## src/rtl/flash_xfer_pkg.sv

```systemverilog
package flash_xfer_pkg;

    localparam int PAGE_W    = 13;
    localparam int ADDR_W    = 24;
    localparam int BYTE_W    = 8;
    localparam int READY_BIT = 7;

    localparam logic [BYTE_W-1:0] OPC_COPY_BUF0 = 8'h53;
    localparam logic [BYTE_W-1:0] OPC_COPY_BUF1 = 8'h55;
    localparam logic [BYTE_W-1:0] OPC_STATUS    = 8'hD7;

    typedef enum logic [2:0] {
        ST_IDLE,
        ST_CMD,
        ST_GAP,
        ST_POLL,
        ST_DONE
    } seq_state_t;

    // Page number placement differs by page-size mode; unused bits are zero.
    function automatic logic [ADDR_W-1:0] pack_addr(input logic [PAGE_W-1:0] page,
                                                     input logic            bin_mode);
        logic [ADDR_W-1:0] a;
        if (bin_mode) a = {2'b00, page, 9'b0};
        else          a = {1'b0,  page, 10'b0};
        return a;
    endfunction

endpackage

```

## src/rtl/flash_sck_tick.sv

```systemverilog
module flash_sck_tick #(
    parameter int HALF_DIV = 2
) (
    input  logic clk,
    input  logic rst_n,
    input  logic en_i,
    output logic tick_o
);
    localparam int CW = (HALF_DIV > 1) ? $clog2(HALF_DIV) : 1;
    localparam logic [CW-1:0] LAST = CW'(HALF_DIV - 1);

    logic [CW-1:0] cnt_q;

    always_ff @(posedge clk or negedge rst_n) begin
        if (!rst_n)                   cnt_q <= '0;
        else if (!en_i || cnt_q == LAST) cnt_q <= '0;
        else                          cnt_q <= cnt_q + 1'b1;
    end

    assign tick_o = en_i && (cnt_q == LAST);

endmodule

```

## src/rtl/flash_byte_shifter.sv

```systemverilog
module flash_byte_shifter
    import flash_xfer_pkg::*;
#(
    parameter int HALF_DIV = 2
) (
    input  logic              clk,
    input  logic              rst_n,
    input  logic              go_i,
    input  logic [BYTE_W-1:0] tx_i,
    input  logic              miso_i,
    output logic              sck_o,
    output logic              mosi_o,
    output logic              active_o,
    output logic              done_o,
    output logic [BYTE_W-1:0] rx_o
);
    localparam int BIT_W = $clog2(BYTE_W);
    localparam logic [BIT_W-1:0] LAST_BIT = BIT_W'(BYTE_W - 1);

    logic              tick;
    logic [BYTE_W-1:0] tx_sr_q;
    logic [BYTE_W-1:0] rx_sr_q;
    logic [BIT_W-1:0]  bit_q;
    logic              sck_q;
    logic              active_q;

    flash_sck_tick #(.HALF_DIV(HALF_DIV)) u_tick (
        .clk    (clk),
        .rst_n  (rst_n),
        .en_i   (active_q),
        .tick_o (tick)
    );

    always_ff @(posedge clk or negedge rst_n) begin
        if (!rst_n) begin
            tx_sr_q  <= '0;
            rx_sr_q  <= '0;
            bit_q    <= '0;
            sck_q    <= 1'b0;
            active_q <= 1'b0;
        end else if (go_i && !active_q) begin
            tx_sr_q  <= tx_i;
            bit_q    <= '0;
            sck_q    <= 1'b0;
            active_q <= 1'b1;
        end else if (active_q && tick) begin
            if (!sck_q) begin
                sck_q   <= 1'b1;
                rx_sr_q <= {rx_sr_q[BYTE_W-2:0], miso_i};
            end else begin
                sck_q   <= 1'b0;
                tx_sr_q <= {tx_sr_q[BYTE_W-2:0], 1'b0};
                bit_q   <= bit_q + 1'b1;
                if (bit_q == LAST_BIT) active_q <= 1'b0;
            end
        end
    end

    assign sck_o    = sck_q;
    assign mosi_o   = tx_sr_q[BYTE_W-1];
    assign active_o = active_q;
    assign done_o   = active_q && tick && sck_q && (bit_q == LAST_BIT);
    assign rx_o     = rx_sr_q;

    // data presented to the flash does not move on a rising SCK edge
    assert_mosi_hold_R2: assert property (@(posedge clk) disable iff (!rst_n)
        $rose(sck_o) |-> $stable(mosi_o));

    // a byte ends with SCK back low
    assert_byte_end_low_R5: assert property (@(posedge clk) disable iff (!rst_n)
        done_o |=> !sck_o);

endmodule

```

## src/rtl/flash_xfer_seq.sv

```systemverilog
module flash_xfer_seq
    import flash_xfer_pkg::*;
#(
    parameter int SCK_HALF_DIV = 2,
    parameter int CS_GAP       = 2
) (
    input  logic              clk,
    input  logic              rst_n,
    input  logic              start_i,
    input  logic [PAGE_W-1:0] page_i,
    input  logic              buf_sel_i,
    input  logic              bin_page_i,
    output logic              busy_o,
    output logic              done_o,
    output logic              spi_sck_o,
    output logic              spi_mosi_o,
    input  logic              spi_miso_i,
    output logic              spi_cs_n_o
);
    localparam int GAP_W = $clog2(CS_GAP + 1);
    localparam logic [GAP_W-1:0] GAP_LAST = GAP_W'(CS_GAP - 1);
    localparam logic [1:0] CMD_LAST  = 2'd3;
    localparam logic [1:0] POLL_LAST = 2'd1;

    seq_state_t        state_q, state_d;
    logic [1:0]        idx_q, idx_d;
    logic [GAP_W-1:0]  gap_q, gap_d;
    logic [PAGE_W-1:0] page_q;
    logic              buf_q;
    logic              bin_q;

    logic              sh_go;
    logic              sh_active;
    logic              sh_done;
    logic [BYTE_W-1:0] sh_tx;
    logic [BYTE_W-1:0] sh_rx;
    logic [ADDR_W-1:0] addr_w;
    logic              accept;

    assign accept = (state_q == ST_IDLE) && start_i;
    assign addr_w = pack_addr(page_q, bin_q);

    flash_byte_shifter #(.HALF_DIV(SCK_HALF_DIV)) u_shift (
        .clk      (clk),
        .rst_n    (rst_n),
        .go_i     (sh_go),
        .tx_i     (sh_tx),
        .miso_i   (spi_miso_i),
        .sck_o    (spi_sck_o),
        .mosi_o   (spi_mosi_o),
        .active_o (sh_active),
        .done_o   (sh_done),
        .rx_o     (sh_rx)
    );

    // Next-state logic
    always_comb begin
        state_d = state_q;
        idx_d   = idx_q;
        gap_d   = gap_q;
        unique case (state_q)
            ST_IDLE: begin
                if (start_i) begin
                    state_d = ST_CMD;
                    idx_d   = '0;
                end
            end
            ST_CMD: begin
                if (sh_done) begin
                    if (idx_q == CMD_LAST) begin
                        state_d = ST_GAP;
                        gap_d   = '0;
                    end else begin
                        idx_d = idx_q + 2'd1;
                    end
                end
            end
            ST_GAP: begin
                if (gap_q == GAP_LAST) begin
                    state_d = ST_POLL;
                    idx_d   = '0;
                end else begin
                    gap_d = gap_q + 1'b1;
                end
            end
            ST_POLL: begin
                if (sh_done) begin
                    if (idx_q == POLL_LAST) begin
                        if (sh_rx[READY_BIT]) begin
                            state_d = ST_DONE;
                        end else begin
                            state_d = ST_GAP;
                            gap_d   = '0;
                        end
                    end else begin
                        idx_d = idx_q + 2'd1;
                    end
                end
            end
            ST_DONE: state_d = ST_IDLE;
            default: state_d = ST_IDLE;
        endcase
    end

    // State register and counters
    always_ff @(posedge clk or negedge rst_n) begin
        if (!rst_n) begin
            state_q <= ST_IDLE;
            idx_q   <= '0;
            gap_q   <= '0;
        end else begin
            state_q <= state_d;
            idx_q   <= idx_d;
            gap_q   <= gap_d;
        end
    end

    // Request capture: only when idle
    always_ff @(posedge clk or negedge rst_n) begin
        if (!rst_n) begin
            page_q <= '0;
            buf_q  <= 1'b0;
            bin_q  <= 1'b0;
        end else if (accept) begin
            page_q <= page_i;
            buf_q  <= buf_sel_i;
            bin_q  <= bin_page_i;
        end
    end

    // Outputs
    always_comb begin
        spi_cs_n_o = 1'b1;
        sh_go      = 1'b0;
        sh_tx      = '0;
        busy_o     = 1'b0;
        done_o     = 1'b0;
        unique case (state_q)
            ST_IDLE: ;
            ST_CMD: begin
                spi_cs_n_o = 1'b0;
                busy_o     = 1'b1;
                sh_go      = !sh_active;
                case (idx_q)
                    2'd0:    sh_tx = buf_q ? OPC_COPY_BUF1 : OPC_COPY_BUF0;
                    2'd1:    sh_tx = addr_w[23:16];
                    2'd2:    sh_tx = addr_w[15:8];
                    default: sh_tx = addr_w[7:0];
                endcase
            end
            ST_GAP: busy_o = 1'b1;
            ST_POLL: begin
                spi_cs_n_o = 1'b0;
                busy_o     = 1'b1;
                sh_go      = !sh_active;
                sh_tx      = (idx_q == 2'd0) ? OPC_STATUS : '0;
            end
            ST_DONE: done_o = 1'b1;
            default: ;
        endcase
    end

    // SCK never toggles with the flash deselected
    assert_sck_low_deselected_R5: assert property (@(posedge clk) disable iff (!rst_n)
        spi_cs_n_o |-> !spi_sck_o);

    // a deselect lasts more than one cycle
    assert_cs_gap_R6: assert property (@(posedge clk) disable iff (!rst_n)
        $rose(spi_cs_n_o) |=> spi_cs_n_o);

    // completion is a single-cycle pulse
    assert_done_pulse_R9: assert property (@(posedge clk) disable iff (!rst_n)
        done_o |=> !done_o);

    // completion only with the flash deselected and not busy
    assert_done_idle_R9: assert property (@(posedge clk) disable iff (!rst_n)
        done_o |-> (spi_cs_n_o && !busy_o));

    // captured request holds while a request is running
    assert_ignore_start_R10: assert property (@(posedge clk) disable iff (!rst_n)
        (busy_o || done_o) |=> ($stable(page_q) && $stable(buf_q) && $stable(bin_q)));

endmodule

```

## config.mk

```make
export PLATFORM = sky130hd
export DESIGN_NAME = flash_xfer_seq
export DESIGN_NICKNAME = d
export VERILOG_FILES = /design/src/rtl/flash_xfer_pkg.sv /design/src/rtl/flash_sck_tick.sv /design/src/rtl/flash_byte_shifter.sv /design/src/rtl/flash_xfer_seq.sv
export SDC_FILE = /design/constraint.sdc
export NUM_CORES = 1
export LEC_CHECK = 0
export BUFFER_PORTS_ARGS = -buffer_cell sky130_fd_sc_hd__buf_2
export CORE_ASPECT_RATIO = 0.8
export CORE_MARGIN = 2
export CORE_UTILIZATION = 50
export DETAILED_ROUTE_END_ITERATION = 10
export PLACE_DENSITY = 0.65
export SLEW_MARGIN = 20
export SYNTH_ARGS = -nofsm -noshare
export SYNTH_HDL_FRONTEND = slang
export SYNTH_SLANG_ARGS = --single-unit
```

## constraint.sdc

```tcl
create_clock -name clk -period 1.93 [get_ports clk]
set_input_delay 0 -clock clk [delete_from_list [all_inputs] [get_ports clk]]
set_output_delay 0 -clock clk [all_outputs]
set_load 0.05 [all_outputs]
```

==> results.json, run 1 <==
{
  "status": "complete, no violations",
  "grt_setup_unrepaired": "no",
  "setup_ws_post_layout_ns": 0.1725,
  "placedCellCount": 293,
  "synth_top_area_share_pct": 47.26,
  "synth_area_per_cell_um2": 10.89,
  "timing.fmax_mhz": 569.0,
  "clkLatencyLatePin_ns": 0.30,
  "totalPowerFinal_w": 0.003220,
  "ff2ff_setup_slack_ns": 0.17,
  "numPortBuffers": 23,
  "hold_end": "state_q[0]",
  "layout_min_cycle_time_ns": 1.758,
  "final_common_cell": "sky130_fd_sc_hd__dfrtp_1",
  "crit_path_start_kind": "register",
  "place.detailed.hpwl_um": 3084,
  "final_cells": 317,
  "yosysSeqAreaShare_pct": 47.26,
  "postSynth.topFlopCell": "sky130_fd_sc_hd__dfrtp_1",
  "max-clock-path-buffers": 2,
  "ff2ff_path_depth": 6,
  "critPathMaxFanout": 8,
  "preCtsSetupSlack_ns": 0.1921,
  "floorplan.rows": 22,
  "regToRegEndpoint": "gap_q[0]",
  "post_drt_wl_per_cell_um": 14.18,
  "chipHeight_um": 65.06,
  "finalWirelength_um": 4494,
  "cts.sinks": 44,
  "yosysTopAreaCell": "sky130_fd_sc_hd__dfrtp_1",
  "floorplan.die_area_um2": 5225,
  "finalClockSkew_ns": 0.01009,
  "drt_first_pass_iters": 4,
  "ys_async_sr_fraction_pct": 100.0,
  "die_w_um": 80.32,
  "pin_count_of_the_biggest_net_entering_global_routing": 45,
  "cts_htree_levels": 2,
  "setup_total_negative_slack_ns": 0,
  "yosys_warnings": 0,
  "power-per-cell-area_nw_per_um2": 1173,
  "drive_gt1_share_pct": 23.74,
  "timing.setup.critical_path_class": "register to register",
  "detail-route-antenna-nets": 0,
  "finish.net_count": 285,
  "mostFrequentLayoutCells": "sky130_fd_sc_hd__dfrtp_1 (44), sky130_fd_sc_hd__nand2_1 (24), sky130_fd_sc_hd__buf_2 (23)",
  "groute.usage.overall_pct": 19.54,
  "net_count_after_synthesis": 242,
  "cts_buffers": 5,
  "cts_tree": "yes",
  "n_antenna_cell": 0,
  "clkTransAtPathRegs_ns": 0.08,
  "viasPerCell": 5.271,
  "worst-endpoint-arrival_ns": 1.94,
  "relSlewSlack_pct": 63.50,
  "worst-slew-pin-transition_ns": 0.5474,
  "global_route.overflow_total": 0,
  "synth-edff-count": 0,
  "peakVddDrop_uv": 561.7,
  "hold_violation_count_in_the_final_report": 0,
  "grt_antenna_before_repair": 0,
  "synthesis.instances": 214,
  "syn_area_um2": 2330,
  "timing_max_transition_violations_final": 0,
  "whs_path_depth": 4,
  "pin_count": 24,
  "ys_ff_latch": 44,
  "finalCritPeriodShare_pct": 91.06,
  "flow.area_growth_from_synthesis_pct": 17.78,
  "grt_pass1_vias": 1609,
  "crit_required_ns": 2.11,
  "drv_cap": 0,
  "crit_path_end_kind": "register",
  "type_of_the_tightest_min_delay_check": "primary input to register",
  "power.leakage_nw": 1.228,
  "clk_root_buffer_cell": "sky130_fd_sc_hd__clkbuf_8",
  "grt_first_pass_wirelength_um": 7741,
  "rr_startpoint": "idx_q[1]",
  "synth.lib_cells_used.distinct": 42,
  "detailedRoute.firstIterationViolations": 85,
  "timing.hold.worst.start": "start_i",
  "gpl.final_weighted_congestion": 0.7863,
  "core_area_um2": 4542,
  "post-cts-setup-buffers": 0,
  "floorplan.initialDensity_pct": 51.29,
  "finalSetupViolCount": 0,
  "final_core_util_pct": 60.41,
  "drc": 0,
  "route.vias.total": 1671,
  "synth_area_leaders": "sky130_fd_sc_hd__dfrtp_1 (47%), sky130_fd_sc_hd__mux2_2 (8.2%), sky130_fd_sc_hd__ha_1 (4.8%), sky130_fd_sc_hd__mux2_1 (3.9%), sky130_fd_sc_hd__nand2_1 (3.9%)"
}
## stage by stage
stage | hold WS (ns) | cell area [um2]
after CTS | 0.2063 | 2744
after floorplan | -0.2956 | 2330
after global placement | 0.1166 | 2496
after detailed placement | 0.1136 | 2496
final | 0.2149 | 2744
after global routing | 0.2588 | 2744
## layout make-up
cell class | instances | area, um2
timing repair buffer | 47 | 337.8
inverter | 11 | 41.29
clock buffer | 6 | 72.57
tap | 60 | 75.07
sequential | 44 | 1101
fill | 390 | 1798
clock inverter | 1 | 5.005
multi-input combinational | 148 | 1111
## state kept, by name (all words and copies together) (netlist names), 2 cells and up
| name | cells |
|---|---|
| idx_q | 2 |
| u_shift.bit_q | 3 |
| page_q | 13 |
| u_shift.tx_sr_q | 8 |
| gap_q | 2 |
| u_shift.rx_o | 8 |
| state_q | 3 |
## layer usage
layer	global-route usage (%)	wire length (um)	up-vias
met3	4.318	170	7
met5	0	0	-
li1	-	-	847
met2	25.83	1802	32
met4	6.992	67	0
met1	30.94	2453	785
## timing repair
action | 4_1_cts | 5_1_grt
hold endpoints to repair | 60 | 0
gates resized for setup | 0 | 0
hold buffers | 17 | 0
## worst max-delay path, cell delays in order (launching register included)
cell                        delay [ns]
sky130_fd_sc_hd__dfrtp_1          0.45
sky130_fd_sc_hd__inv_1            0.12
sky130_fd_sc_hd__ha_1             0.32
sky130_fd_sc_hd__mux2_4           0.23
sky130_fd_sc_hd__nand3_2          0.10
sky130_fd_sc_hd__a2111oi_2        0.36
sky130_fd_sc_hd__a21oi_1          0.07
## worst max-delay path by stage
| stage | start | to | slack [ns] | cells past startpoint |
|---|---|---|---|---|
| after floorplan | u_shift.sck_o | gap_q[0] | 0.34 | 4 |
| after global placement | idx_q[1] | gap_q[0] | 0.25 | 6 |
| after detailed placement | idx_q[1] | gap_q[0] | 0.19 | 6 |
| after CTS | idx_q[1] | gap_q[0] | 0.16 | 6 |
| after global routing | idx_q[0] | u_shift.tx_sr_q[6] | 0.01 | 6 |
| final | idx_q[1] | gap_q[0] | 0.17 | 6 |
## power by group
part / internal (W) / switching, W / leakage, nW / total (W)
clock network: 0.000246 / 0.000292 / 0.0410 / 0.000539
logic: 0.000584 / 0.000645 / 0.659 / 0.00123
registers: 0.00122 / 0.000235 / 0.528 / 0.00145
## synth_stat cells, types with 2 or more instances
| library cell | n |
|---|---|
| sky130_fd_sc_hd__a21oi_1 | 10 |
| sky130_fd_sc_hd__a221oi_1 | 2 |
| sky130_fd_sc_hd__a22oi_1 | 4 |
| sky130_fd_sc_hd__buf_2 | 4 |
| sky130_fd_sc_hd__buf_4 | 2 |
| sky130_fd_sc_hd__buf_6 | 3 |
| sky130_fd_sc_hd__clkbuf_1 | 2 |
| sky130_fd_sc_hd__dfrtp_1 | 44 |
| sky130_fd_sc_hd__ha_1 | 9 |
| sky130_fd_sc_hd__inv_1 | 11 |
| sky130_fd_sc_hd__mux2_1 | 8 |
| sky130_fd_sc_hd__mux2_2 | 17 |
| sky130_fd_sc_hd__mux2i_1 | 8 |
| sky130_fd_sc_hd__nand2_1 | 24 |
| sky130_fd_sc_hd__nand3b_1 | 2 |
| sky130_fd_sc_hd__nand4_1 | 2 |
| sky130_fd_sc_hd__nand4b_1 | 2 |
| sky130_fd_sc_hd__nor2_1 | 14 |
| sky130_fd_sc_hd__nor2b_1 | 3 |
| sky130_fd_sc_hd__nor3_1 | 2 |
| sky130_fd_sc_hd__o21ai_0 | 10 |
| sky130_fd_sc_hd__o21ai_2 | 2 |
| sky130_fd_sc_hd__o22ai_1 | 9 |
| sky130_fd_sc_hd__o311ai_0 | 2 |
## cells by family (layout without fill, tap and decap cells)
group | count (synthesis) | after routing | share of synthesized area [%]
XOR/XNOR | 2 | 2 | 0.7520
AO/OA/AOI/OAI | 46 | 46 | 13.48
buffers and inverters | 22 | 65 | 5.048
multiplexers | 34 | 34 | 16.17
AND/OR/NAND/NOR | 57 | 57 | 12.46
flip-flops | 44 | 44 | 47.26
adder cells (fa/ha/maj) | 9 | 9 | 4.834
(Power assumes the default switching activity.)
==> run 2, diff against run 1 <==
- CORE_UTILIZATION: 50 -> 44
- PLACE_DENSITY: 0.65 -> 0.58
==> results.json, run 2 (same netlist as run 1, synthesis figures left out) <==
{
  "status": "complete, no violations",
  "place.detailed.hpwl_um": 3072,
  "clkLatencyLatePin_ns": 0.30,
  "post_drt_wl_per_cell_um": 13.89,
  "post-cts-setup-buffers": 0,
  "drc": 0,
  "setup_total_negative_slack_ns": 0,
  "crit_path_end_kind": "output port",
  "finalCritPeriodShare_pct": 92.81,
  "floorplan.rows": 23,
  "n_antenna_cell": 0,
  "peakVddDrop_uv": 677.5,
  "route.vias.total": 1699,
  "type_of_the_tightest_min_delay_check": "primary input to register",
  "cts.sinks": 44,
  "final_common_cell": "sky130_fd_sc_hd__dfrtp_1",
  "timing_max_transition_violations_final": 0,
  "finalSetupViolCount": 0,
  "preCtsSetupSlack_ns": 0.1878,
  "setup_ws_post_layout_ns": 0.1388,
  "timing.fmax_mhz": 558.3,
  "max-clock-path-buffers": 2,
  "pin_count": 24,
  "die_w_um": 85.36,
  "gpl.final_weighted_congestion": 0.7825,
  "chipHeight_um": 69.09,
  "cts_buffers": 5,
  "viasPerCell": 5.293,
  "hold_violation_count_in_the_final_report": 0,
  "finalClockSkew_ns": 0.003969,
  "layout_min_cycle_time_ns": 1.791,
  "critPathMaxFanout": 13,
  "post-route-cell-area_um2": 2818,
  "clk_root_buffer_cell": "sky130_fd_sc_hd__clkbuf_8",
  "drt_first_pass_iters": 4,
  "registers.top_by_ff_count": "page_q",
  "power.leakage_nw": 1.260,
  "grt_pass1_vias": 1643,
  "drive_gt1_share_pct": 25.10,
  "grt_setup_unrepaired": "no",
  "timing.setup.critical_path_class": "register to output port",
  "flow.area_growth_from_synthesis_pct": 20.95,
  "worst-endpoint-arrival_ns": 1.79,
  "placed_cell_area_um2": 2519,
  "worst-slew-pin-transition_ns": 0.5241,
  "finish.net_count": 286,
  "groute.usage.overall_pct": 17.18,
  "clkTransAtPathRegs_ns": 0.08,
  "grt_first_pass_wirelength_um": 8038,
  "cts_htree_levels": 2,
  "global_route.overflow_total": 0,
  "crit_path_start_kind": "register",
  "power-per-cell-area_nw_per_um2": 1238,
  "core_area_um2": 5065,
  "cts_tree": "yes",
  "finalWirelength_um": 4459,
  "largest_reg_flops": 13,
  "crit_required_ns": 1.93,
  "detailedRoute.firstIterationViolations": 70,
  "drv_cap": 0,
  "pin_count_of_the_biggest_net_entering_global_routing": 24,
  "detail-route-antenna-nets": 0,
  "mostFrequentLayoutCells": "sky130_fd_sc_hd__dfrtp_1 (44), sky130_fd_sc_hd__nand2_1 (24), sky130_fd_sc_hd__buf_2 (23)",
  "numPortBuffers": 23,
  "relSlewSlack_pct": 65.06,
  "floorplan.die_area_um2": 5897,
  "floorplan.initialDensity_pct": 46.00,
  "grt_antenna_before_repair": 0
}
-- run 2: changes by cell type in the layout (fill, tap and decap cells not counted), sizes merged --
cell | before | now
bufinv | 0 | 1
clkbuf | 6 | 7
buf | 30 | 31
clkinv | 1 | 0
-- run 2: layout make-up --
class / instances / area (um2)
flip-flops and latches: 44 / 1101
well taps: 62 / 77.57
repair buffers: 48 / 357.8
multi-input cells: 148 / 1114
inverters: 11 / 41.29
clock inverters: 1 / 30.03
fillers: 428 / 2247
clock buffers: 7 / 96.34
-- run 2: worst paths after layout --
check	start	to	slack [ns]	cells after the start
worst min register to register	u_shift.rx_o[4]	u_shift.rx_o[5]	0.50	1
worst max register to register	idx_q[1]	gap_q[0]	0.15	6
max in group asynchronous	rst_n	gap_q[1]	1.22	3
min in group asynchronous	rst_n	page_q[9]	0.21	2
worst min-delay path	start_i	state_q[0]	0.20	4
worst max-delay path	state_q[2]	spi_cs_n_o	0.14	3
-- run 2: critical path, cell delays in order, from the launching register on --
cell                       delay [ns]
sky130_fd_sc_hd__dfrtp_1         0.56
sky130_fd_sc_hd__nand2b_1        0.38
sky130_fd_sc_hd__buf_4           0.27
sky130_fd_sc_hd__buf_2           0.29
-- run 2: what timing repair did --
item	4_1_cts	5_1_grt
endpoints found under the hold margin	37	0
hold buffers	17	0
endpoints found under the setup margin	0	1
resized for setup	0	1
-- run 2: through the flow --
step	hold WS [ns]	total power (W)	instances	util, %
global route	0.2129	0.003761	321	55.63
finish	0.2029	0.003489	321	55.63
floorplan	-0.2956	0.002401	214	-
CTS	0.1898	0.003523	321	55.58
global placement	0.008321	0.002695	296	49.73
detailed placement	0.01001	0.002718	296	49.73
-- run 2: power by group --
group / switching [W] / internal, W / total, W
Clock: 0.000309 / 0.000457 / 0.000765
Sequential: 0.000221 / 0.00122 / 0.00144
Combinational: 0.000668 / 0.000618 / 0.00129
-- run 2: metal layers --
layer	GRT usage [%]	vias to the layer above	part of all wire, %
met4	6.878	0	2.0
met3	3.832	8	4.0
met1	26.82	811	53
met5	0	-	0
li1	-	851	-
met2	22.74	29	41
==> run 3, diff against run 2 <==
- ABC_AREA: unset -> 1
- CTS_CLUSTER_SIZE: unset -> 10
- PLACE_DENSITY: 0.58 -> 0.59
- clock period: 1.93 -> 2 ns (I/O delays scaled with it)
==> results.json, run 3 <==
{
  "numPortBuffers": 23,
  "critical_path_buffers_and_inverters": 1,
  "pin_count": 24,
  "registers.top_by_ff_count": "page_q",
  "clkTransAtPathRegs_ns": 0.08,
  "detail-route-antenna-nets": 0,
  "post_cts_resized": 0,
  "gpl.final_weighted_congestion": 0.8439,
  "floorplan.rows": 23,
  "synth.lib_cells_used.distinct": 22,
  "timing.fmax_mhz": 600.8,
  "layout_min_cycle_time_ns": 1.665,
  "viasPerCell": 4.808,
  "die_w_um": 84.85,
  "finalClockSkew_ns": 0.004048,
  "yosysTopAreaCell": "sky130_fd_sc_hd__dfrtp_1",
  "finalWirelength_um": 4611,
  "cts_tree": "yes",
  "synth_top_area_share_pct": 47.85,
  "crit_path_start_kind": "register",
  "ff2ff_setup_slack_ns": 0.34,
  "finish.net_count": 355,
  "post-cts-setup-buffers": 0,
  "chipHeight_um": 68.68,
  "floorplan.die_area_um2": 5828,
  "largest_reg_flops": 13,
  "global_route.overflow_total": 0,
  "yosysSeqAreaShare_pct": 47.85,
  "preCtsSetupSlack_ns": 0.3556,
  "grt_first_pass_wirelength_um": 8100,
  "mostFrequentLayoutCells": "sky130_fd_sc_hd__nand2_1 (78), sky130_fd_sc_hd__dfrtp_1 (44), sky130_fd_sc_hd__nor2_1 (34)",
  "synth_area_leaders": "sky130_fd_sc_hd__dfrtp_1 (48%), sky130_fd_sc_hd__nand2_1 (13%), sky130_fd_sc_hd__mux2_2 (6.4%), sky130_fd_sc_hd__nor2_1 (5.5%), sky130_fd_sc_hd__inv_1 (5.1%)",
  "combinationalPowerShare_pct": 45.7,
  "detailedRoute.firstIterationViolations": 45,
  "cts_htree_levels": 2,
  "flow.area_growth_from_synthesis_pct": 20.23,
  "drc": 0,
  "critical_path.cell_chain": "inv_1 -> ha_1 -> nand4_1 -> a21oi_4 -> nand2_1 -> a21oi_1",
  "clk_root_buffer_cell": "sky130_fd_sc_hd__clkbuf_8",
  "drt_first_pass_iters": 4,
  "relSlewSlack_pct": 63.57,
  "drv_cap": 0,
  "slowest_stage": "sky130_fd_sc_hd__dfrtp_1",
  "worst-slew-pin-transition_ns": 0.5464,
  "synthesis.instances": 283,
  "swShare_pct": 42.78,
  "grt_pass1_vias": 1781,
  "timing.setup.critical_path_class": "register to register",
  "post_drt_wl_per_cell_um": 11.82,
  "syn_area_um2": 2301,
  "final_common_cell": "sky130_fd_sc_hd__nand2_1",
  "ys_ff_latch": 44,
  "p_switching_w": 0.001803,
  "timing_max_transition_violations_final": 0,
  "status": "complete, no violations",
  "critical-path-top-delay-family": "flip-flops",
  "n_antenna_cell": 0,
  "crit_required_ns": 2.21,
  "synth_area_per_cell_um2": 8.131,
  "seqPwrFrac_pct": 38.5,
  "grt_antenna_before_repair": 0,
  "finalSetupViolCount": 0,
  "cellInternalPower_w": 0.002412,
  "clkPwrFrac_pct": 15.8,
  "route.vias.total": 1875,
  "grt_setup_unrepaired": "no",
  "power-per-cell-area_nw_per_um2": 1524,
  "net_count_after_synthesis": 311,
  "worst-endpoint-arrival_ns": 1.88,
  "core_area_um2": 5036,
  "finalCritPeriodShare_pct": 83.23,
  "clkLatencyLatePin_ns": 0.29,
  "crit_path_end_kind": "register",
  "critPathMaxStageDelay_ns": 0.46,
  "postSynth.topFlopCell": "sky130_fd_sc_hd__dfrtp_1",
  "cts_buffers": 5,
  "floorplan.initialDensity_pct": 45.69,
  "groute.usage.overall_pct": 17.60,
  "peakVddDrop_uv": 729.8,
  "cts.sinks": 44,
  "drive_gt1_share_pct": 17.07,
  "type_of_the_tightest_min_delay_check": "primary input to register",
  "pin_count_of_the_biggest_net_entering_global_routing": 45,
  "critPathMaxFanout": 6,
  "yosys_warnings": 0,
  "netlist_top_cells_count": "sky130_fd_sc_hd__nand2_1 (78), sky130_fd_sc_hd__dfrtp_1 (44), sky130_fd_sc_hd__nor2_1 (34), sky130_fd_sc_hd__inv_1 (31), sky130_fd_sc_hd__a21oi_1 (18)",
  "place.detailed.hpwl_um": 3288,
  "ys_async_sr_fraction_pct": 100.0,
  "setup_total_negative_slack_ns": 0,
  "power.leakage_nw": 1.411,
  "max-clock-path-buffers": 2,
  "hold_violation_count_in_the_final_report": 0,
  "setup_ws_post_layout_ns": 0.3354,
  "synth-edff-count": 0,
  "most_common_cell_in_the_synthesized_netlist": "sky130_fd_sc_hd__nand2_1"
}
[run 3: kinds of logic after synthesis]
kind of cell | Yosys count | share of synthesized area, %
AND/OR/NAND/NOR | 140 | 25.61
flip-flops | 44 | 47.85
buffers and inverters | 40 | 6.743
AO/OA/AOI/OAI | 37 | 8.537
multiplexers | 13 | 6.362
adder cells (fa/ha/maj) | 9 | 4.894
[run 3: layer usage]
metal	track usage (%)	wire [um]
met2	28.44	1967
met5	0	0
met3	3.333	114
met1	24.68	2486
met4	4.762	42
[run 3: timing repair]
item | 4_1_cts | 5_1_grt
endpoints found under the hold margin | 60 | 0
hold buffers | 17 | 0
setup endpoints to repair | 0 | 0
[run 3: worst paths after layout]
| path | depth (start not counted) | end | start |
|---|---|---|---|
| max in group asynchronous | 3 | idx_q[0] | rst_n |
| min reg2reg | 1 | u_shift.u_tick.cnt_q | u_shift.u_tick.cnt_q |
| min in group asynchronous | 3 | gap_q[1] | rst_n |
| min | 6 | state_q[0] | start_i |
| max reg2reg | 6 | u_shift.tx_sr_q[1] | idx_q[0] |
| max | 6 | u_shift.tx_sr_q[1] | idx_q[0] |
[run 3: per-stage QoR]
step	cells	instance area, um2	power, W	hold slack [ns]	utilization [%]
detailed placement	365	2489	0.003549	0.1160	49.42
floorplan	283	2301	0.003101	-0.2956	-
global placement	365	2489	0.003513	0.1164	49.42
finish	390	2766	0.004215	0.2874	54.93
global route	390	2766	0.004651	0.3162	54.93
CTS	390	2766	0.004256	0.2799	54.93
[run 3: worst register-to-register path, delay by kind of cell (launching register included)]
family,cells,cell delay [ns]
buf+inv,1,0.14
compound gates,2,0.43
fa+ha+maj,1,0.21
simple gates,2,0.36
flops,1,0.46
[run 3: cell type report]
type | instances | area, um2
well taps | 62 | 77.57
repair buffers | 43 | 307.8
multi-input cells | 199 | 1045
clock inverters | 2 | 35.03
inverters | 34 | 127.6
flip-flops and latches | 44 | 1101
fillers | 496 | 2270
clock buffers | 6 | 72.57
[run 3: power groups by stage]
stage          sequential (W)  combinational [W]  clock (W)
2_1_floorplan         0.00161            0.00149          0
3_3_place_gp          0.00164            0.00188          0
3_5_place_dp          0.00164            0.00191          0
4_1_cts               0.00163            0.00194   0.000687
5_1_grt               0.00169            0.00224   0.000719
6_report              0.00162            0.00193   0.000666
